===== config.mk =====
export PLATFORM = sky130hd
export DESIGN_NAME = rs485_dir_ctrl
export DESIGN_NICKNAME = d
export VERILOG_FILES = /design/src/rtl/rs485_dir_pkg.sv /design/src/rtl/rs485_cfg_reg.sv /design/src/rtl/rs485_dir_fsm.sv /design/src/rtl/rs485_pin_mux.sv /design/src/rtl/rs485_dir_ctrl.sv
export SDC_FILE = /design/constraint.sdc
export NUM_CORES = 1
export LEC_CHECK = 0
export ABC_AREA = 1
export ABC_CLOCK_PERIOD_IN_PS = 1900
export BUFFER_PORTS_ARGS = -buffer_cell sky130_fd_sc_hd__buf_2
export CAP_MARGIN = 15
export CORE_ASPECT_RATIO = 1.2
export CORE_MARGIN = 5
export CORE_UTILIZATION = 40
export CTS_CLUSTER_DIAMETER = 100
export CTS_CLUSTER_SIZE = 24
export DETAILED_ROUTE_END_ITERATION = 6
export GPL_ROUTABILITY_DRIVEN = 0
export PLACE_DENSITY = 0.62
export SYNTH_ARGS = -nofsm -noshare
export SYNTH_HDL_FRONTEND = slang
export SYNTH_HIERARCHICAL = 1
export SYNTH_SLANG_ARGS = --single-unit

===== constraint.sdc =====
create_clock -name clk -period 1.9 [get_ports clk]
set_input_delay 0.38 -clock clk [delete_from_list [all_inputs] [get_ports clk]]
set_output_delay 0.38 -clock clk [all_outputs]
set_load 0.02 [all_outputs]

===== src/rtl/rs485_dir_pkg.sv =====
package rs485_dir_pkg;
   localparam int AUTO_EN_BIT = 0;
   localparam int HW_OWN_BIT  = 1;
   localparam int POL_BIT     = 2;
   localparam int DLY_LSB     = 8;

   typedef enum logic [1:0] {
      DIR_IDLE = 2'd0,
      DIR_SEND = 2'd1,
      DIR_HOLD = 2'd2
   } dir_state_e;
endpackage


===== src/rtl/rs485_cfg_reg.sv =====
module rs485_cfg_reg
   import rs485_dir_pkg::*;
#(
   parameter int CFG_W = 16,
   parameter int DLY_W = 4
) (
   input  logic             clk,
   input  logic             rst_n,
   input  logic             wr_en,
   input  logic [CFG_W-1:0] wr_data,
   output logic [CFG_W-1:0] rd_data,
   output logic             auto_en,
   output logic             hw_own,
   output logic             pol,
   output logic [DLY_W-1:0] dly
);
   localparam int DLY_MSB = DLY_LSB + DLY_W - 1;

   if (DLY_MSB >= CFG_W) begin : g_bad_width
      $error("delay field does not fit in configuration word");
   end

   logic [CFG_W-1:0] cfg_q;

   always_ff @(posedge clk) begin
      if (!rst_n)     cfg_q <= '0;
      else if (wr_en) cfg_q <= wr_data;
   end

   assign rd_data = cfg_q;
   assign auto_en = cfg_q[AUTO_EN_BIT];
   assign hw_own  = cfg_q[HW_OWN_BIT];
   assign pol     = cfg_q[POL_BIT];
   assign dly     = cfg_q[DLY_MSB:DLY_LSB];

   // a write is visible on the next cycle
   a_r2_cfg_load: assert property (@(posedge clk) disable iff (!rst_n)
      wr_en |=> rd_data == $past(wr_data));
endmodule


===== src/rtl/rs485_dir_fsm.sv =====
module rs485_dir_fsm
   import rs485_dir_pkg::*;
#(
   parameter int DLY_W = 4
) (
   input  logic             clk,
   input  logic             rst_n,
   input  logic             en,
   input  logic             tx_busy,
   input  logic             bit_tick,
   input  logic [DLY_W-1:0] dly,
   output logic             dir_active
);
   dir_state_e       state;
   logic [DLY_W-1:0] cnt;

   always_ff @(posedge clk) begin
      if (!rst_n || !en) begin
         state <= DIR_IDLE;
         cnt   <= '0;
      end else begin
         unique case (state)
            DIR_IDLE: if (tx_busy) state <= DIR_SEND;
            DIR_SEND: if (!tx_busy) begin
               state <= DIR_HOLD;
               cnt   <= dly;
            end
            DIR_HOLD: begin
               if (tx_busy) state <= DIR_SEND;
               else if (bit_tick) begin
                  if (cnt == '0) state <= DIR_IDLE;
                  else           cnt   <= cnt - 1'b1;
               end
            end
            default: state <= DIR_IDLE;
         endcase
      end
   end

   assign dir_active = en && (tx_busy || state != DIR_IDLE);

   // countdown is loaded when the transmitter goes idle
   a_r6_hold_entry: assert property (@(posedge clk) disable iff (!rst_n)
      (state == DIR_SEND && en && !tx_busy) |=> (state == DIR_HOLD && cnt == $past(dly)));
   // each tick in hold takes one off the count
   a_r6_count_step: assert property (@(posedge clk) disable iff (!rst_n)
      (state == DIR_HOLD && en && !tx_busy && bit_tick && cnt != '0)
      |=> (state == DIR_HOLD && cnt == $past(cnt) - 1'b1));
   // an exhausted count releases on the tick
   a_r7_release: assert property (@(posedge clk) disable iff (!rst_n)
      (state == DIR_HOLD && en && !tx_busy && bit_tick && cnt == '0) |=> state == DIR_IDLE);
   // new data during hold returns to send
   a_r8_cancel: assert property (@(posedge clk) disable iff (!rst_n)
      (state == DIR_HOLD && en && tx_busy) |=> state == DIR_SEND);
   // disabling forces idle
   a_r10_disable: assert property (@(posedge clk) disable iff (!rst_n)
      !en |=> state == DIR_IDLE);
endmodule


===== src/rtl/rs485_pin_mux.sv =====
module rs485_pin_mux (
   input  logic auto_en,
   input  logic hw_own,
   input  logic pol,
   input  logic dir_active,
   input  logic sw_rts,
   output logic pin_d
);
   always_comb begin
      if (auto_en || hw_own) pin_d = dir_active ^ pol;
      else                   pin_d = sw_rts;
   end
endmodule


===== src/rtl/rs485_dir_ctrl.sv =====
module rs485_dir_ctrl
   import rs485_dir_pkg::*;
#(
   parameter int CFG_W   = 16,
   parameter int DLY_W   = 4,
   parameter bit OUT_REG = 1'b0
) (
   input  logic             clk,
   input  logic             rst_n,
   input  logic             cfg_wr_en,
   input  logic [CFG_W-1:0] cfg_wr_data,
   output logic [CFG_W-1:0] cfg_rd_data,
   input  logic             sw_rts,
   input  logic             tx_busy,
   input  logic             bit_tick,
   output logic             rts_pin
);
   if (CFG_W < POL_BIT + 1 || DLY_W < 1) begin : g_bad_param
      $error("configuration word too narrow");
   end

   logic             auto_en, hw_own, pol, dir_active, pin_d;
   logic [DLY_W-1:0] dly;

   rs485_cfg_reg #(.CFG_W(CFG_W), .DLY_W(DLY_W)) cfg_i (
      .clk(clk), .rst_n(rst_n), .wr_en(cfg_wr_en), .wr_data(cfg_wr_data),
      .rd_data(cfg_rd_data), .auto_en(auto_en), .hw_own(hw_own),
      .pol(pol), .dly(dly));

   rs485_dir_fsm #(.DLY_W(DLY_W)) fsm_i (
      .clk(clk), .rst_n(rst_n), .en(auto_en), .tx_busy(tx_busy),
      .bit_tick(bit_tick), .dly(dly), .dir_active(dir_active));

   rs485_pin_mux mux_i (
      .auto_en(auto_en), .hw_own(hw_own), .pol(pol),
      .dir_active(dir_active), .sw_rts(sw_rts), .pin_d(pin_d));

   if (OUT_REG) begin : g_reg_out
      logic pin_q;
      always_ff @(posedge clk) begin
         if (!rst_n) pin_q <= 1'b0;
         else        pin_q <= pin_d;
      end
      assign rts_pin = pin_q;
   end else begin : g_comb_out
      assign rts_pin = pin_d;

      // a software toggle alone cannot move a hardware-owned pin
      a_r4_sw_ignored: assert property (@(posedge clk) disable iff (!rst_n)
         ((auto_en || hw_own) && $stable(dir_active) && $stable(cfg_rd_data))
         |-> (rts_pin == (dir_active ^ pol)));
      // busy with auto mode drives the active level at once
      a_r5_no_lead: assert property (@(posedge clk) disable iff (!rst_n)
         (auto_en && tx_busy) |-> (rts_pin == !pol));
   end
endmodule


==> impl_metrics.json, run 1 <==
{
  "status": "finished, final reports clean",
  "initial_core_util": 0.422,
  "cts.path.max_buffers": 2,
  "wire_per_inst_um": 8.87,
  "clock-sinks": 22,
  "synth_area_leader_cell": "dfxtp_1",
  "drt-met1-wl_um": 997,
  "syn-instance-count": 185,
  "critPathMaxStageDelay_ns": 0.41,
  "min_delay_path_depth": 5,
  "relSlewSlack": 0.663,
  "synthesis.nets": 208,
  "crit_type": "reg2out",
  "ys_top_cells_by_area": "dfxtp_1, nand2_1, nor2_1",
  "fin_setup_tns_ns": 0,
  "syn_area_per_cell_um2": 6.47,
  "cap_violations": 0,
  "hold_class": "in2reg",
  "synth_ff_type": "dfxtp_1",
  "worstPathMaxFanout": 3,
  "skew_ns": 0.00130,
  "drive_gt1_frac": 0.260,
  "cts_root_buf": "clkbuf_4",
  "cts_max_level": 1,
  "worstHoldEndpoint": "cfg_i/rd_data[8]",
  "path_cells": "inv_1 -> a31oi_1 -> inv_1 -> nand2_1 -> nand3_1 -> nand2_1 -> buf_2",
  "post_cts_buffers": 0,
  "num_antenna_cells": 0,
  "antenna_found_initial": 0,
  "yosys_warnings": 6,
  "r2r_cells": 8,
  "clock_latency_ns": 0.29,
  "numCtsBuffers": 3,
  "post-route-period-util": 0.907,
  "num_rows": 21,
  "nets": 239,
  "r2r_end": "fsm_i/cnt[3]",
  "cp-start-kind": "register",
  "drc": 0,
  "crit_arrival_ns": 1.34,
  "hpwlAfterDp_um": 1660,
  "hold_viol": 0,
  "slowest_stage": "dfxtp_1",
  "drtAntennaViolNets": 0,
  "max-vdd-ir-drop_v": 0.000441,
  "path_clk_slew_ns": 0.11,
  "post_cts_resized": 0,
  "coreArea_um2": 2840,
  "max_freq_mhz": 580,
  "vias": 1032,
  "fillers": 316,
  "rsz0062_at_grt": "false",
  "synth_commonest_cells": "nand2_1, nor2_1, inv_1",
  "async_reset_ff_frac": 0,
  "required_ns": 1.52,
  "synth_top_area_share": 0.368,
  "grt_overflow_total": 0,
  "hold_buffers": 0,
  "grt_start_max_net_pins": 33,
  "maxSlewViolCount": 0,
  "top_layer": "met4",
  "min-delay-start": "cfg_wr_data[8]",
  "reg2reg_from": "fsm_i/cnt[0]",
  "grt_pass1_vias": 901,
  "power-per-cell-area_nw_per_um2": 673,
  "die_w_um": 59.9,
  "p_leak_nw": 0.791,
  "die-area_um2": 4190,
  "fin_area_um2": 1370,
  "post_dp_cell_area_um2": 1330,
  "yosysUniqueCellTypes": 20,
  "synth_seq_cells": 22,
  "port_buffers": 38,
  "synth.most_common_cell": "nand2_1",
  "synth_area_um2": 1200,
  "grt_use_total": 0.114,
  "detail_route.first_pass.iterations": 4,
  "met2_length_um": 1050,
  "drt_iter0_markers": 23,
  "min_period_ns": 1.72,
  "grt_pass1_wl_um": 3800,
  "area_growth_pct": 14.2,
  "place_inst": 245,
  "routed-wl-met3_um": 142,
  "setup_viol": 0,
  "vias_per_cell": 4.14,
  "reg2reg_slack_ns": 0.61,
  "final_cells": 249,
  "ys_seq_area_frac": 0.368,
  "totalWireLength_um": 2210,
  "worstMarginPinSlew_ns": 0.505,
  "cts_tree": "built",
  "die_h_um": 69.9,
  "io_pins": 39,
  "synth_enable_flop_cells": 0,
  "crit_path_end_kind": "output port",
  "holdWs_ns": 0.360
}
[per-layer routing]
| metal | GRT usage | vias to the layer above |
|---|---|---|
| li1 | - | 593 |
| met1 | 0.143 | 413 |
| met2 | 0.181 | 24 |
| met3 | 0.0258 | 2 |
| met4 | 0.0517 | 0 |
| met5 | 0 | - |
[layout make-up]
type	instances	area (um2)	area share
sequential	22	440	0.322
timing repair buffer	38	190	0.139
inverter	35	145	0.106
tap	34	42.5	0.0311
clock buffer	4	36.3	0.0265
multi-input combinational	116	513	0.375
[where the power goes]
| group | total [mW] | internal, mW | switching [mW] |
|---|---|---|---|
| Combinational | 0.173 | 0.0674 | 0.105 |
| Clock | 0.247 | 0.117 | 0.130 |
| Sequential | 0.501 | 0.486 | 0.0151 |
| Total | 0.920 | 0.670 | 0.251 |
[worst max path at each step]
stage / startpoint / to / depth (start not counted) / slack, ns
floorplan: tx_busy / rts_pin / 6 / 0.56
global placement: tx_busy / rts_pin / 8 / 0.37
detailed placement: tx_busy / rts_pin / 8 / 0.35
CTS: fsm_i/state[0] / rts_pin / 7 / 0.14
global route: fsm_i/state[1] / rts_pin / 7 / 0.01
finish: fsm_i/state[1] / rts_pin / 7 / 0.18
[critical path, delay by kind of cell (launching register included)]
kind	cells	cell delay (ns)
AND/OR/NAND/NOR	3	0.17
buffers and inverters	3	0.28
AO/OA/AOI/OAI	1	0.18
flip-flops	1	0.41
[state kept, by name (all words and copies together), names as in the netlist]
register / count
cfg_i/rd_data: 16
fsm_i/cnt: 4
fsm_i/state: 2
[layout by cell type, fill, tap and decap left out, drive strengths merged]
cell and instances:
clkbuf 4, nor2 39, a211oi 1, a31oi 1
dfxtp 22, ha 1, nand2 58, a21oi 4
bufinv 1, o21ai 3, buf 38, inv 34
nand3 9
[metrics by stage]
| step | util | worst slack (ns) | power, mW |
|---|---|---|---|
| floorplan | - | 0.558 | 0.648 |
| global placement | 0.469 | 0.369 | 0.686 |
| detailed placement | 0.469 | 0.346 | 0.686 |
| CTS | 0.482 | 0.140 | 0.942 |
| global route | 0.482 | 0.0140 | 0.991 |
| finish | 0.482 | 0.176 | 0.920 |
[logic make-up (layout without fill, tap and decap cells)]
group           count (synthesis)  after routing  synth area share
flops                          22             22             0.368
buf+inv                        47             77             0.204
simple gates                  106            106             0.377
compound gates                  9              9            0.0408
fa+ha+maj                       1              1            0.0104
Power figures use the tool's default switching activity.
==> run 2, diff against run 1 <==
Settings changed: MAX_ROUTING_LAYER set to met4.
==> run 2 against run 1 <==
  * Non-clock buffer count did not move
  * Sequential share of layout area is the same
  * Flip-flop and latch count stayed put
  * Die area stayed put
  * First-iteration DRC count grew 4.3%
  * Cell count unchanged
  * Clock-buffer cell count stayed put
  * Clock skew about the same
  * Worst setup slack lost 0.00086 ns
  * Combinational power barely moved
  * Routed wire length rose by 0.27%
  * Critical path type unchanged
  * Largest power group unchanged
==> impl_metrics.json, run 2 (synthesis results as in run 1) <==
{
  "status": "finished, final reports clean",
  "final_common_cell": "nand2_1",
  "crit_end": "rts_pin",
  "skew_ns": 0.000854,
  "min_period_ns": 1.72,
  "num_antenna_cells": 0,
  "fin_setup_tns_ns": 0,
  "post-route-period-util": 0.908,
  "max_freq_mhz": 580,
  "cap_violations": 0,
  "vias_per_cell": 4.14,
  "grt_pass1_vias": 901,
  "worstPathMaxFanout": 3,
  "register_area_um2": 440,
  "num_rows": 21,
  "drt_iter0_markers": 24,
  "critPathLaunch": "fsm_i/state[1]",
  "grt_start_max_net_pins": 33,
  "port_buffers": 38,
  "grt_use_total": 0.117,
  "slowest_stage": "dfxtp_1",
  "die_w_um": 59.9,
  "setup_viol": 0,
  "fillers": 316,
  "coreArea_um2": 2840,
  "drive_gt1_frac": 0.260,
  "antenna_found_initial": 0,
  "initial_core_util": 0.422,
  "hold_buffers": 0,
  "grt_pass1_wl_um": 3800,
  "r2r_end": "fsm_i/cnt[3]",
  "reg2reg_slack_ns": 0.61,
  "post_cts_buffers": 0,
  "rsz0062_at_grt": "false",
  "required_ns": 1.52,
  "hold_class": "in2reg",
  "multi_input_area_um2": 513,
  "cts.path.max_buffers": 2,
  "hold_viol": 0,
  "power-per-cell-area_nw_per_um2": 674,
  "drc": 0,
  "relSlewSlack": 0.661,
  "crit_type": "reg2out",
  "max-vdd-ir-drop_v": 0.000443,
  "wire_per_inst_um": 8.90,
  "r2r_cells": 8,
  "die-area_um2": 4190,
  "crit_arrival_ns": 1.34,
  "cts_root_buf": "clkbuf_4",
  "die_h_um": 69.9,
  "critPathMaxStageDelay_ns": 0.41,
  "grt_overflow_total": 0,
  "path_cells": "inv_1 -> a31oi_1 -> inv_1 -> nand2_1 -> nand3_1 -> nand2_1 -> buf_2",
  "maxSlewViolCount": 0,
  "p_leak_nw": 0.791,
  "cts_tree": "built",
  "drtAntennaViolNets": 0,
  "vias": 1032,
  "area_growth_pct": 14.2,
  "totalWireLength_um": 2220,
  "numCtsBuffers": 3,
  "clock_latency_ns": 0.29,
  "io_pins": 39,
  "hpwlAfterDp_um": 1660,
  "final_cell_mix": "nand2_1, buf_2, nor2_1, inv_1, dfxtp_1",
  "crit_path_end_kind": "output port",
  "cp-start-kind": "register",
  "nets": 239,
  "largest_reg_flops": 16,
  "detail_route.first_pass.iterations": 4,
  "worstMarginPinSlew_ns": 0.509,
  "post_cts_resized": 0,
  "reg2reg_from": "fsm_i/cnt[0]",
  "cts_max_level": 1,
  "clock-sinks": 22,
  "fin_util": 0.482,
  "path_clk_slew_ns": 0.11
}
## run 2: cell counts in the layout (fill, tap and decap cells not counted)
Identical to the previous run, type by type.
## run 2: layout make-up
class,count,share of cell area
Sequential cell,22,0.322
Multi-Input combinational cell,116,0.375
Clock buffer,4,0.0265
Timing Repair Buffer,38,0.139
Inverter,35,0.106
Tap cell,34,0.0311
## run 2: worst min-delay path by stage
stage / slack (ns) / cells after the start / startpoint / end
after global placement: 0.46 / 2 / cfg_i/rd_data[3] / cfg_i/rd_data[3]
after floorplan: 0.46 / 1 / fsm_i/state[0] / fsm_i/state[0]
after CTS: 0.34 / 5 / cfg_wr_data[13] / cfg_i/rd_data[13]
after global routing: 0.33 / 5 / cfg_wr_data[13] / cfg_i/rd_data[13]
after detailed placement: 0.46 / 2 / cfg_i/rd_data[3] / cfg_i/rd_data[3]
final: 0.36 / 5 / cfg_wr_data[8] / cfg_i/rd_data[8]
## run 2: per-layer routing
layer | vias up | global-route usage | wire length (um)
met5 | - | - | 0
met2 | 24 | 0.181 | 1050
li1 | 593 | - | -
met1 | 413 | 0.148 | 1040
met4 | 0 | 0.0517 | 20
met3 | 2 | 0.0166 | 103
## run 2: worst max-delay path, delay by kind of cell, from the launching register on
family | cells | cell delay (ns)
buffers and inverters | 3 | 0.28
AND/OR/NAND/NOR | 3 | 0.17
flip-flops | 1 | 0.41
AO/OA/AOI/OAI | 1 | 0.18
## run 2: through the flow
stage | setup WS (ns) | total power [mW] | instances | cell area [um2] | hold WS, ns
after CTS | 0.140 | 0.942 | 249 | 1370 | 0.343
after detailed placement | 0.346 | 0.686 | 245 | 1330 | 0.461
after global placement | 0.369 | 0.686 | 245 | 1330 | 0.463
final | 0.175 | 0.922 | 249 | 1370 | 0.359
after global routing | 0.0140 | 0.990 | 249 | 1370 | 0.334
after floorplan | 0.558 | 0.648 | 185 | 1200 | 0.458
## run 2: report_power, final
part           total [mW]  internal [mW]  switching (mW)
clock network       0.248          0.117           0.131
registers           0.501          0.486          0.0153
logic               0.173         0.0674           0.106
==> run 3, diff against run 2 <==
Settings changed: ABC_CLOCK_PERIOD_IN_PS 1900 to 2100, SLEW_MARGIN set to 40.
Clock period 1.9 ns to 2.1 ns, I/O delays scaled along.
==> run 3 against run 2 <==
  * Sequential power shrank 9.4%
  * Largest power group unchanged
  * Sequential share of layout area unchanged
  * Critical path depth is the same
  * Clock-buffer cell count did not move
  * Combinational power shrank 9%
==> impl_metrics.json, run 3 (synthesis results as in run 1) <==
{
  "min_period_ns": 1.80,
  "rsz0062_at_grt": "false",
  "hold_buffers": 0,
  "final_cells": 249,
  "fin_setup_tns_ns": 0,
  "clock_latency_ns": 0.30,
  "final_cell_mix": "nand2_1, buf_2, nor2_1, inv_1, dfxtp_1",
  "place_inst": 245,
  "numCtsBuffers": 3,
  "area_growth_pct": 14.2,
  "cts_tree": "built",
  "holdWs_ns": 0.388,
  "cts_max_level": 1,
  "skew_ns": 0.00511,
  "largest_reg_flops": 16,
  "reg2reg_from": "fsm_i/cnt[0]",
  "num_rows": 21,
  "min-delay-start": "cfg_wr_data[10]",
  "io_pins": 39,
  "port_buffers": 38,
  "post-route-period-util": 0.857,
  "path_cells": "inv_1 -> a31oi_1 -> inv_1 -> nand2_1 -> nand3_1 -> nand2_1 -> buf_2",
  "slowest_stage": "dfxtp_1",
  "totalWireLength_um": 2260,
  "dp_slack_ns": 0.456,
  "drive_gt1_frac": 0.260,
  "cp-start-kind": "register",
  "critPathTopFamily": "flip-flops",
  "antenna_found_initial": 0,
  "r2r_cells": 8,
  "worst_slack_ns": 0.301,
  "required_ns": 1.68,
  "worstPathMaxFanout": 3,
  "setup_viol": 0,
  "nets": 239,
  "grt_pass1_wl_um": 3850,
  "clock-sinks": 22,
  "detail_route.first_pass.iterations": 3,
  "path_clk_slew_ns": 0.12,
  "drt_iter0_markers": 15,
  "hold_viol": 0,
  "r2r_end": "fsm_i/cnt[3]",
  "worstMarginPinSlew_ns": 0.522,
  "drc": 0,
  "fin_area_um2": 1370,
  "critPathBufInv": 3,
  "hpwlAfterDp_um": 1690,
  "vias": 1031,
  "post_cts_buffers": 0,
  "post_cts_resized": 0,
  "power_uw": 841,
  "cts.path.max_buffers": 2,
  "grt_use_total": 0.119,
  "initial_core_util": 0.422,
  "min_delay_path_depth": 5,
  "crit_arrival_ns": 1.38,
  "cts_root_buf": "clkbuf_4",
  "critPathMaxStageDelay_ns": 0.41,
  "crit_path_end_kind": "output port",
  "fin_util": 0.482,
  "post_dp_cell_area_um2": 1330,
  "maxSlewViolCount": 0,
  "drtAntennaViolNets": 0,
  "worstHoldEndpoint": "cfg_i/rd_data[10]",
  "final_common_cell": "nand2_1",
  "grt_overflow_total": 0,
  "p_leak_nw": 0.791,
  "vias_per_cell": 4.14,
  "wire_per_inst_um": 9.06,
  "crit_type": "reg2out",
  "grt_pass1_vias": 884,
  "die_w_um": 59.9,
  "hold_class": "in2reg",
  "coreArea_um2": 2840,
  "grt_start_max_net_pins": 33,
  "die_h_um": 69.9,
  "reg2reg_slack_ns": 0.83,
  "power-per-cell-area_nw_per_um2": 615,
  "relSlewSlack": 0.652,
  "max_freq_mhz": 556,
  "cap_violations": 0,
  "status": "finished, final reports clean",
  "num_antenna_cells": 0,
  "max-vdd-ir-drop_v": 0.000381,
  "die-area_um2": 4190
}
==> run 3: cell counts in the layout (fill, tap and decap cells not counted) <==
No cell type changed its count.
==> run 3: routing by layer <==
metal  vias to the layer above  share of wire  wire, um  track usage
met1                       411           0.48      1090        0.155
met3                         4          0.059       132       0.0203
met2                        24           0.44       995        0.174
li1                        592              -         -            -
met5                         -              0         0            -
met4                         0          0.017        38       0.0591
==> run 3: area by class of cell <==
type	instances	area [um2]
Inverter	35	145
Clock buffer	4	36.3
Multi-Input combinational cell	116	513
Fill cell	316	1470
Timing Repair Buffer	38	190
Sequential cell	22	440
Tap cell	34	42.5
==> run 3: tightest hold or removal path, stage by stage <==
cell     delay, ns
buf_2         0.07
inv_1         0.03
nand2_1       0.04
nand2_1       0.04
nor2_1        0.06
==> run 3: report_power, final <==
| group | internal (mW) | leakage [nW] | total [mW] | switching, mW |
|---|---|---|---|---|
| Combinational | 0.0610 | 0.589 | 0.157 | 0.0961 |
| Clock | 0.106 | 0.0210 | 0.230 | 0.124 |
| Sequential | 0.440 | 0.182 | 0.454 | 0.0140 |
==> run 3: worst max path at each step <==
stage                              start       to  slack [ns]  cells after the start
after detailed placement         tx_busy  rts_pin        0.46                      8
after global routing      fsm_i/state[1]  rts_pin        0.18                      7
after floorplan                  tx_busy  rts_pin        0.68                      6
final                     fsm_i/state[1]  rts_pin        0.30                      7
after CTS                 fsm_i/state[1]  rts_pin        0.28                      7
after global placement           tx_busy  rts_pin        0.49                      8
